$ cat src/rtl/isd_pkg.sv
package isd_pkg;
    localparam int NQ = 3;
    typedef enum logic [1:0] {
        Q_SCL = 2'd0,
        Q_ADR = 2'd1,
        Q_VEC = 2'd2
    } qsel_e;
endpackage

$ cat src/rtl/isd_route.sv
module isd_route
    import isd_pkg::*;
#(
    parameter int IW = 16
) (
    input  logic [IW-1:0] instr,
    output qsel_e         dest
);
    logic [1:0] cls;
    assign cls = instr[IW-1 -: 2];

    always_comb begin
        unique case (cls)
            2'b01:   dest = Q_ADR;
            2'b10:   dest = Q_VEC;
            default: dest = Q_SCL;   // 00 and the spare code 11
        endcase
    end
endmodule

$ cat src/rtl/isd_queue.sv
module isd_queue #(
    parameter int W     = 16,
    parameter int DEPTH = 8
) (
    input  logic         clk,
    input  logic         rst_n,
    input  logic         push,
    input  logic [W-1:0] din,
    input  logic         pop,
    output logic [W-1:0] dout,
    output logic         full,
    output logic         empty
);
    localparam int AW = (DEPTH > 1) ? $clog2(DEPTH) : 1;
    localparam int CW = $clog2(DEPTH + 1);

    typedef struct packed {
        logic [DEPTH-1:0][W-1:0] mem;
        logic [AW-1:0]           rd;
        logic [AW-1:0]           wr;
        logic [CW-1:0]           cnt;
    } qstate_t;

    qstate_t st_d, st_q;

    function automatic logic [AW-1:0] bump(input logic [AW-1:0] p);
        return (p == AW'(DEPTH - 1)) ? '0 : p + 1'b1;
    endfunction

    always_comb begin
        st_d = st_q;
        if (push) begin
            st_d.mem[st_q.wr] = din;
            st_d.wr           = bump(st_q.wr);
        end
        if (pop) begin
            st_d.rd = bump(st_q.rd);
        end
        case ({push, pop})
            2'b10:   st_d.cnt = st_q.cnt + 1'b1;
            2'b01:   st_d.cnt = st_q.cnt - 1'b1;
            default: st_d.cnt = st_q.cnt;
        endcase
    end

    always_ff @(posedge clk) begin
        if (!rst_n) begin
            st_q <= '0;
        end else begin
            st_q <= st_d;
        end
    end

    assign dout  = st_q.mem[st_q.rd];
    assign full  = (st_q.cnt == CW'(DEPTH));
    assign empty = (st_q.cnt == '0);

    p_no_overflow_r3: assert property (@(posedge clk) disable iff (!rst_n)
        push |-> !full);
    p_no_underflow_r8: assert property (@(posedge clk) disable iff (!rst_n)
        pop |-> !empty);
    p_fill_r9: assert property (@(posedge clk) disable iff (!rst_n)
        (push && !pop) |=> !empty);
endmodule

$ cat src/rtl/isd_distributor.sv
module isd_distributor
    import isd_pkg::*;
#(
    parameter int IW    = 16,
    parameter int DEPTH = 8,
    parameter int NREG  = 16
) (
    input  logic            clk,
    input  logic            rst_n,
    input  logic            fetch_valid,
    input  logic [IW-1:0]   fetch_instr,
    output logic            fetch_ready,
    input  logic [NREG-1:0] opnd_ready,
    output logic            scl_valid,
    output logic [IW-1:0]   scl_instr,
    input  logic            scl_take,
    output logic            adr_valid,
    output logic [IW-1:0]   adr_instr,
    input  logic            adr_take,
    output logic            vec_valid,
    output logic [IW-1:0]   vec_instr,
    input  logic            vec_take
);
    localparam int RW = $clog2(NREG);

    qsel_e            dest;
    logic [NQ-1:0]    q_push, q_pop, q_full, q_empty, q_avail, q_take;
    logic [IW-1:0]    q_head [NQ];
    logic [RW-1:0]    src_a, src_b;
    logic             vec_opnds_ok;

    isd_route #(.IW(IW)) u_route (
        .instr (fetch_instr),
        .dest  (dest)
    );

    assign fetch_ready = !q_full[dest];

    assign src_a        = q_head[Q_VEC][2*RW-1:RW];
    assign src_b        = q_head[Q_VEC][RW-1:0];
    assign vec_opnds_ok = opnd_ready[src_a] && opnd_ready[src_b];

    assign q_take = {vec_take, adr_take, scl_take};

    for (genvar g = 0; g < NQ; g++) begin : g_q
        if (g == int'(Q_VEC)) begin : g_gate
            assign q_avail[g] = !q_empty[g] && vec_opnds_ok;
        end else begin : g_plain
            assign q_avail[g] = !q_empty[g];
        end
        assign q_push[g] = fetch_valid && fetch_ready && (dest == qsel_e'(g));
        assign q_pop[g]  = q_take[g] && q_avail[g];

        isd_queue #(.W(IW), .DEPTH(DEPTH)) u_q (
            .clk   (clk),
            .rst_n (rst_n),
            .push  (q_push[g]),
            .din   (fetch_instr),
            .pop   (q_pop[g]),
            .dout  (q_head[g]),
            .full  (q_full[g]),
            .empty (q_empty[g])
        );
    end

    assign scl_valid = q_avail[Q_SCL];
    assign scl_instr = q_head[Q_SCL];
    assign adr_valid = q_avail[Q_ADR];
    assign adr_instr = q_head[Q_ADR];
    assign vec_valid = q_avail[Q_VEC];
    assign vec_instr = q_head[Q_VEC];

    p_route_adr_r2: assert property (@(posedge clk) disable iff (!rst_n)
        (fetch_valid && fetch_ready && fetch_instr[IW-1 -: 2] == 2'b01) |=> !q_empty[Q_ADR]);
    p_stall_full_r4: assert property (@(posedge clk) disable iff (!rst_n)
        (fetch_valid && !fetch_ready) |-> q_full[dest]);
    p_head_hold_r6: assert property (@(posedge clk) disable iff (!rst_n)
        (!q_empty[Q_VEC] && !q_pop[Q_VEC]) |=> $stable(vec_instr));
endmodule

$ cat config.mk
export PLATFORM = sky130hd
export DESIGN_NAME = isd_distributor
export DESIGN_NICKNAME = d
export VERILOG_FILES = /design/src/rtl/isd_pkg.sv /design/src/rtl/isd_route.sv /design/src/rtl/isd_queue.sv /design/src/rtl/isd_distributor.sv
export SDC_FILE = /design/constraint.sdc
export NUM_CORES = 1
export LEC_CHECK = 0
export BUFFER_PORTS_ARGS = -buffer_cell sky130_fd_sc_hd__buf_2
export CORE_MARGIN = 8
export CORE_UTILIZATION = 65
export CTS_BUF_LIST = sky130_fd_sc_hd__clkbuf_4 sky130_fd_sc_hd__clkbuf_8
export CTS_CLUSTER_SIZE = 40
export DETAILED_ROUTE_END_ITERATION = 6
export PLACE_DENSITY_LB_ADDON = 0.3
export SLEW_MARGIN = 0
export SYNTH_ARGS = -nofsm -noshare
export SYNTH_HDL_FRONTEND = slang
export SYNTH_SLANG_ARGS = --single-unit
export TNS_END_PERCENT = 30
$ cat constraint.sdc
create_clock -name clk -period 10 [get_ports clk]
set_input_delay 0.5 -clock clk [delete_from_list [all_inputs] [get_ports clk]]
set_output_delay 0.5 -clock clk [all_outputs]
set_load 0.005 [all_outputs]
== Yosys cells after proc, flatten, opt, wreduce, memory -nomap -nowiden ==
Cells that the tools add are included.
Word-level totals
  register bits after elaboration: 414
  input port bits: 38
  output and inout bits: 52
  word-level logic and storage cells: 130
Operators by class
  $add $sub $neg: 12
  order comparisons: 12
  eq/ne operators: 19
  multiplexer cells: 31
  reduce and logical (&&, ||, !) cells: 23
Operators with widths (count)
  $bwmux 128: 3
  $bmux 16 s3: 3
  $demux 16 s3: 3
  $mux 16: 6
  $lt 3x4->1 const B: 6
  $pmux 4 s2: 3
  $add 3x1->3 const B: 6
  $eq 3x3->1 const B: 6
  $mux 3: 6
  $add 4x1->4 const B: 3
  $eq 4x4->1 const B: 3
  $logic_and 1x1->1: 12
  $logic_not 4->1: 3
  $sub 4x1->4 const B: 3
  $eq 2x1->1 const B: 5
  $eq 2x2->1 const B: 5
  $lt 4x5->1 const B: 2
  $ge 3x1->1 const B: 3
  $bmux 1 s4: 2
  $reduce_bool 2->1: 3
  $logic_not 1->1: 4
  $pmux 2 s2: 1
  $lt 2x3->1 const B: 1
  $mux 1: 3
  2 further kinds: 2

== Longest topological paths before layout ==
  word-level depth: 9
  depth in mapped cells: 17
  mapped depth without buffers: 14

== By module ==
A second synthesis with hierarchy kept.
Unflattened totals
  cell total of the unflattened synthesis: 2149
  area, all modules: 20174.3 µm²
By module, submodules not included
  isd_queue at g_q[1].u_q: times used 1, cells an instance 703, area an instance 6631.4 µm²
  isd_queue at g_q[0].u_q: times used 1, cells an instance 702, area an instance 6587.6 µm²
  isd_queue at g_q[2].u_q: times used 1, cells an instance 701, area an instance 6553.8 µm²
  isd_distributor: times used 1, cells an instance 41, area an instance 386.6 µm²
  isd_route: times used 1, cells an instance 2, area an instance 15.0 µm²

== Worst setup path before layout ==
No wires, ideal clock.
  kind: register -> register
  from: register g_q[2].u_q.st_q[7] in the netlist's numbering
  to: register g_q[2].u_q.st_q[3] in the netlist's numbering
  setup time: 76 ps
  arrival time: 3776 ps
  setup slack: 6149 ps
  stages on the path, launching flop included: 17
  clock period less this slack: 3851 ps
  cells stage by stage: dfxtp_1 > buf_6 > mux4_1 > mux2i_4 > mux2_2 > or3_1 > nand4_1 > a32oi_2 > and2_4 > buf_6 > ha_1 > ha_1 > a21o_1 > a21oi_1 > xnor2_1 > or3_1 > a21boi_0
On the way
  word-level cells in the longest chain between the ends: 9
RTL lines
  start, declared: RTL line isd_queue.sv:24  | qstate_t st_d, st_q;
  start signal, assigned: RTL line isd_queue.sv:50  | st_q <= st_d;
  $bmux 16 s3 (*): RTL line isd_queue.sv:54  | assign dout = st_q.mem[st_q.rd];
  $mux 16 (not written as such) (*): RTL line isd_queue.sv:54
  $bmux 1 s4: RTL line isd_distributor.sv:41  | assign vec_opnds_ok = opnd_ready[src_a] && opnd_ready[src_b];
  $mux 1 (not written as such): RTL line isd_distributor.sv:41
  $logic_and 1x1->1 (*): RTL line isd_distributor.sv:41
  $logic_and 1x1->1 (*): RTL line isd_distributor.sv:47  | assign q_avail[g] = !q_empty[g] && vec_opnds_ok;
  net vec_valid: RTL line isd_distributor.sv:20  | output logic vec_valid,
  $logic_and 1x1->1 (*): RTL line isd_distributor.sv:52  | assign q_pop[g] = q_take[g] && q_avail[g];
  net g_q[2].u_q.pop: RTL line isd_queue.sv:9  | input logic pop,
  $eq 2x1->1 or $eq 2x2->1 (tied branches): RTL line isd_queue.sv:39  | case ({push, pop})
  $pmux 4 s2 or $reduce_bool 2->1 (tied branches)
Mark *: on every way through the listed nets, which the timed path passes. The rest lies on a longest branch. The select of a mux whose other input is x is not followed.
A chain may end at the register's enable or synchronous reset.

== Worst setup path after layout ==
  from: register g_q[2].u_q.st_q[7] in the netlist's numbering
  to: register g_q[2].u_q.st_q[3] in the netlist's numbering
On the way
  word-level cells in the longest chain between the ends: 9
RTL lines (RTL line)
  $bmux 16 s3 (*): isd_queue.sv:54
  $mux 16 (not written as such) (*): isd_queue.sv:54
  $bmux 1 s4: isd_distributor.sv:41
  $mux 1 (not written as such): isd_distributor.sv:41
  $logic_and 1x1->1 (*): isd_distributor.sv:41
  $logic_and 1x1->1 (*): isd_distributor.sv:47
  $logic_and 1x1->1 (*): isd_distributor.sv:52
  $eq 2x1->1 or $eq 2x2->1 (tied branches): isd_queue.sv:39
  $pmux 4 s2 or $reduce_bool 2->1 (tied branches)
Every way passes the cells marked *; elsewhere a longest branch is shown, timed or not. The select of a mux whose other input is x is not followed.

==> results.cfg <==
[run_status]
outcome = complete, but fails checks
failed_checks = DRC

[setup_path]
required_ps = 10490
rr_worst_depth = 15
cp_top_family = multiplexers
crit_path_start_kind = register
worstPathMaxFanout = 37
max_stage_delay_ps = 680
cp_slowest_cell = mux4_1
reg2reg_from = g_q[2].u_q.st_q[7]$_SDFFE_PN0P_
worstSetupPathType = reg2reg
r2r_end = g_q[2].u_q.st_q[3]$_SDFFE_PN0P_
path_buf_inv = 1
crit_chain = buf_4 > mux4_1 > mux2i_4 > mux2_2 > or3_1 > nand4_1 > a32oi_2 > and2_4 > ha_1 > ha_1 > a21o_1 > a21oi_1 > xnor2_1 > or3_1 > a21boi_0
critPathCaptureType = register
critPathArrivalTime_ps = 4950
reg2reg_slack_ps = 5540

[detailed_routing]
wl_mm = 48.22
drt_iter0_drc = 1029
vias = 14420
wl_per_cell_um = 19.80
antenna_left = 0
vias_per_cell = 5.920
drcViolationCount = 1
detail_route.first_pass.iterations = 7

[min_path]
worstHoldStart = vec_take
hold-path-endpoint = g_q[2].u_q.st_q[7]$_SDFFE_PN0P_
min_path_type = in2reg
min_path_cells = 3

[synth]
avgSynthCellArea_um2 = 9.840
yosys.area.top_type = dfxtp_1
synth.top_cell.area_share = 0.4265
synth_cells = 1975
synth.area.top_cells = dfxtp_1 43%, mux4_2 11%, nand2_1 9.4%, a21boi_0 9.1%, mux2i_1 8.8%
ys_warn_count = 0
yosysSeqAreaShare = 0.4265
ys_seq_elements = 414
yosysUniqueCellTypes = 56
netlist_area_um2 = 19430
synthesis.nets = 2039

[cells_and_area]
antennaDiodeCount = 0
regMostFlops = g_q.u_q.st_q
utilization = 0.7255
drive_gt1_frac = 0.2033
synthToLayoutAreaGrowth_pct = 10.35
largest_reg_flops = 414
nets = 2064
largestRegisters = g_q.u_q.st_q x414
fill_cells = 2104

[placed_design]
portBuffers = 89
place_congestion = 0.8744
dp_hpwl_mm = 28.63

[die]
io_pins = 90
die_h_um = 188.9
core_um2 = 29560
fp-row-count = 63
die_area_um2 = 35690
die_w_um = 188.9
start_util = 0.6574

[global_routing]
grt.total_usage = 0.2654
grt_antenna_before_repair = 0
grt_max_degree = 205
grt_pass1_vias = 14750
grt-ovfl-total = 0
grt_pass1_wl_mm = 77.11

[timing]
fin_crit_ps = 4459
timing.fmax_mhz = 224.3
slew_headroom = 0.1039
skew_ps = 18.61
rsz0062_at_grt = no
hold_violations = 0
period_share = 0.4459
slew_violations = 0
tns_ps = 0
worstMarginPinSlew_ps = 1334
setup_viol = 0

[clock_tree]
cts_buffer_depth = 3
cts.sinks = 414
cts.htree.levels = 3
post_cts_buffers = 0
cts.clk_slew.worst_paths_ps = 60
numCtsBuffers = 69
insertion_delay_ps = 580
ctsResizeCount = 0
holdBufCountCts = 0
cts_tree = done
cts_root_buf = clkbuf_8

[power]
power.density_nw_per_um2 = 173.3
p_leak_nw = 7.213
ir_drop_uv = 127.0

[job]
maxCapViolCount = 0
[synth_stat cells, drive strengths merged]
master   count
a2111oi      1
or2          2
buf         33
o21a         1
nor2        15
a21oi        9
and3         1
nand4        4
fa           3
mux2        51
nand2b       6
a22oi        2
a32oi        2
inv         18
xnor2        6
nand2      488
nor3        18
or3          9
nand4b       1
nor3b        6
o22a         1
xor2         3
nor4b        2
o211ai       1
nor4         5
nand3b       2
dfxtp      414
a21o         3
nand3        8
o21ai       10
a21boi     236
o2111ai      1
and2        11
mux2i      173
nor2b      170
a311oi       1
a2bb2oi      2
ha          23
clkbuf     137
mux4        96
[cells in the final DEF (no fill, tap or decap), types with 4 or more instances in the layout]
| master | instances |
|---|---|
| a21boi_0 | 236 |
| inv_1 | 16 |
| nand2b_1 | 6 |
| nor3b_1 | 4 |
| nor3_1 | 11 |
| or3_1 | 9 |
| ha_1 | 23 |
| nor2_2 | 4 |
| mux2_2 | 50 |
| nand2_1 | 488 |
| mux4_1 | 4 |
| nor2b_1 | 170 |
| nor3_2 | 5 |
| and2_1 | 10 |
| o21ai_0 | 9 |
| clkbuf_4 | 27 |
| clkbuf_8 | 85 |
| nand4_1 | 4 |
| nand3_1 | 8 |
| a21oi_1 | 9 |
| buf_4 | 35 |
| xnor2_1 | 6 |
| mux2i_1 | 171 |
| buf_2 | 88 |
| nor2_1 | 11 |
| mux4_2 | 92 |
| dfxtp_1 | 411 |
[worst min-delay path, stage by stage]
cell and delay (ps):
buf_2 110, nand4_1 50, o21ai_1 70
[final cells by class]
type | count | area [um^2] | area share
clock buffer | 111 | 1359 | 0.06336
clock inverter | 6 | 42.54 | 0.001984
inverter | 18 | 67.56 | 0.003151
multi-input combinational | 1373 | 10480 | 0.4887
sequential | 414 | 8292 | 0.3867
tap | 390 | 488.0 | 0.02276
timing repair buffer | 124 | 716.9 | 0.03343
[through the flow]
stage	instance area, um^2	cells	total power, mW	setup slack, ps	hold WS [ps]
floorplan	19430	1975	2.098	6149	438.6
global placement	20040	2319	2.222	5654	449.4
detailed placement	20040	2319	2.234	5570	456.5
CTS	21440	2436	3.740	5530	167.1
global route	21440	2436	3.860	5254	185.4
finish	21440	2436	3.717	5541	194.3
[power breakdown]
group          leakage, nW  total (mW)  switching, mW  internal, mW
logic                 3.13       0.492          0.276         0.216
registers             3.34        1.71         0.0242          1.68
clock network        0.745        1.52          0.663         0.857
[cells by family (layout without fill, tap and decap cells)]
kind of cell / after synthesis / in the layout / share of synthesized area
AND/OR/NAND/NOR: 748 / 748 / 0.1771
XOR/XNOR: 9 / 9 / 0.004056
flip-flops: 414 / 414 / 0.4265
buffers and inverters: 188 / 259 / 0.03889
adder cells (fa/ha/maj): 26 / 26 / 0.01790
AO/OA/AOI/OAI: 270 / 270 / 0.1034
multiplexers: 320 / 320 / 0.2322
[worst max-delay path by stage]
| stage | endpoint | slack (ps) | depth (start not counted) | startpoint |
|---|---|---|---|---|
| detailed placement | g_q[2].u_q.st_q[3]$_SDFFE_PN0P_ | 5570 | 15 | g_q[2].u_q.st_q[7]$_SDFFE_PN0P_ |
| finish | g_q[2].u_q.st_q[3]$_SDFFE_PN0P_ | 5540 | 15 | g_q[2].u_q.st_q[7]$_SDFFE_PN0P_ |
| floorplan | g_q[2].u_q.st_q[3]$_SDFFE_PN0P_ | 6150 | 16 | g_q[2].u_q.st_q[7]$_SDFFE_PN0P_ |
| CTS | g_q[2].u_q.st_q[3]$_SDFFE_PN0P_ | 5530 | 15 | g_q[2].u_q.st_q[7]$_SDFFE_PN0P_ |
| global placement | g_q[2].u_q.st_q[3]$_SDFFE_PN0P_ | 5650 | 15 | g_q[2].u_q.st_q[7]$_SDFFE_PN0P_ |
| global route | g_q[2].u_q.st_q[3]$_SDFFE_PN0P_ | 5250 | 15 | g_q[2].u_q.st_q[7]$_SDFFE_PN0P_ |
[layer usage]
layer | track usage | share of wire | wire length [um] | vias to the layer above
met2 | 0.4376 | 0.47 | 22800 | 515
met4 | 0.1137 | 0.030 | 1460 | 0
met1 | 0.3423 | 0.43 | 20550 | 7026
met3 | 0.04323 | 0.071 | 3414 | 109
met5 | 0 | 0 | 0 | -
li1 | - | - | - | 6771
No activity file was read; power rests on OpenSTA's default activity.
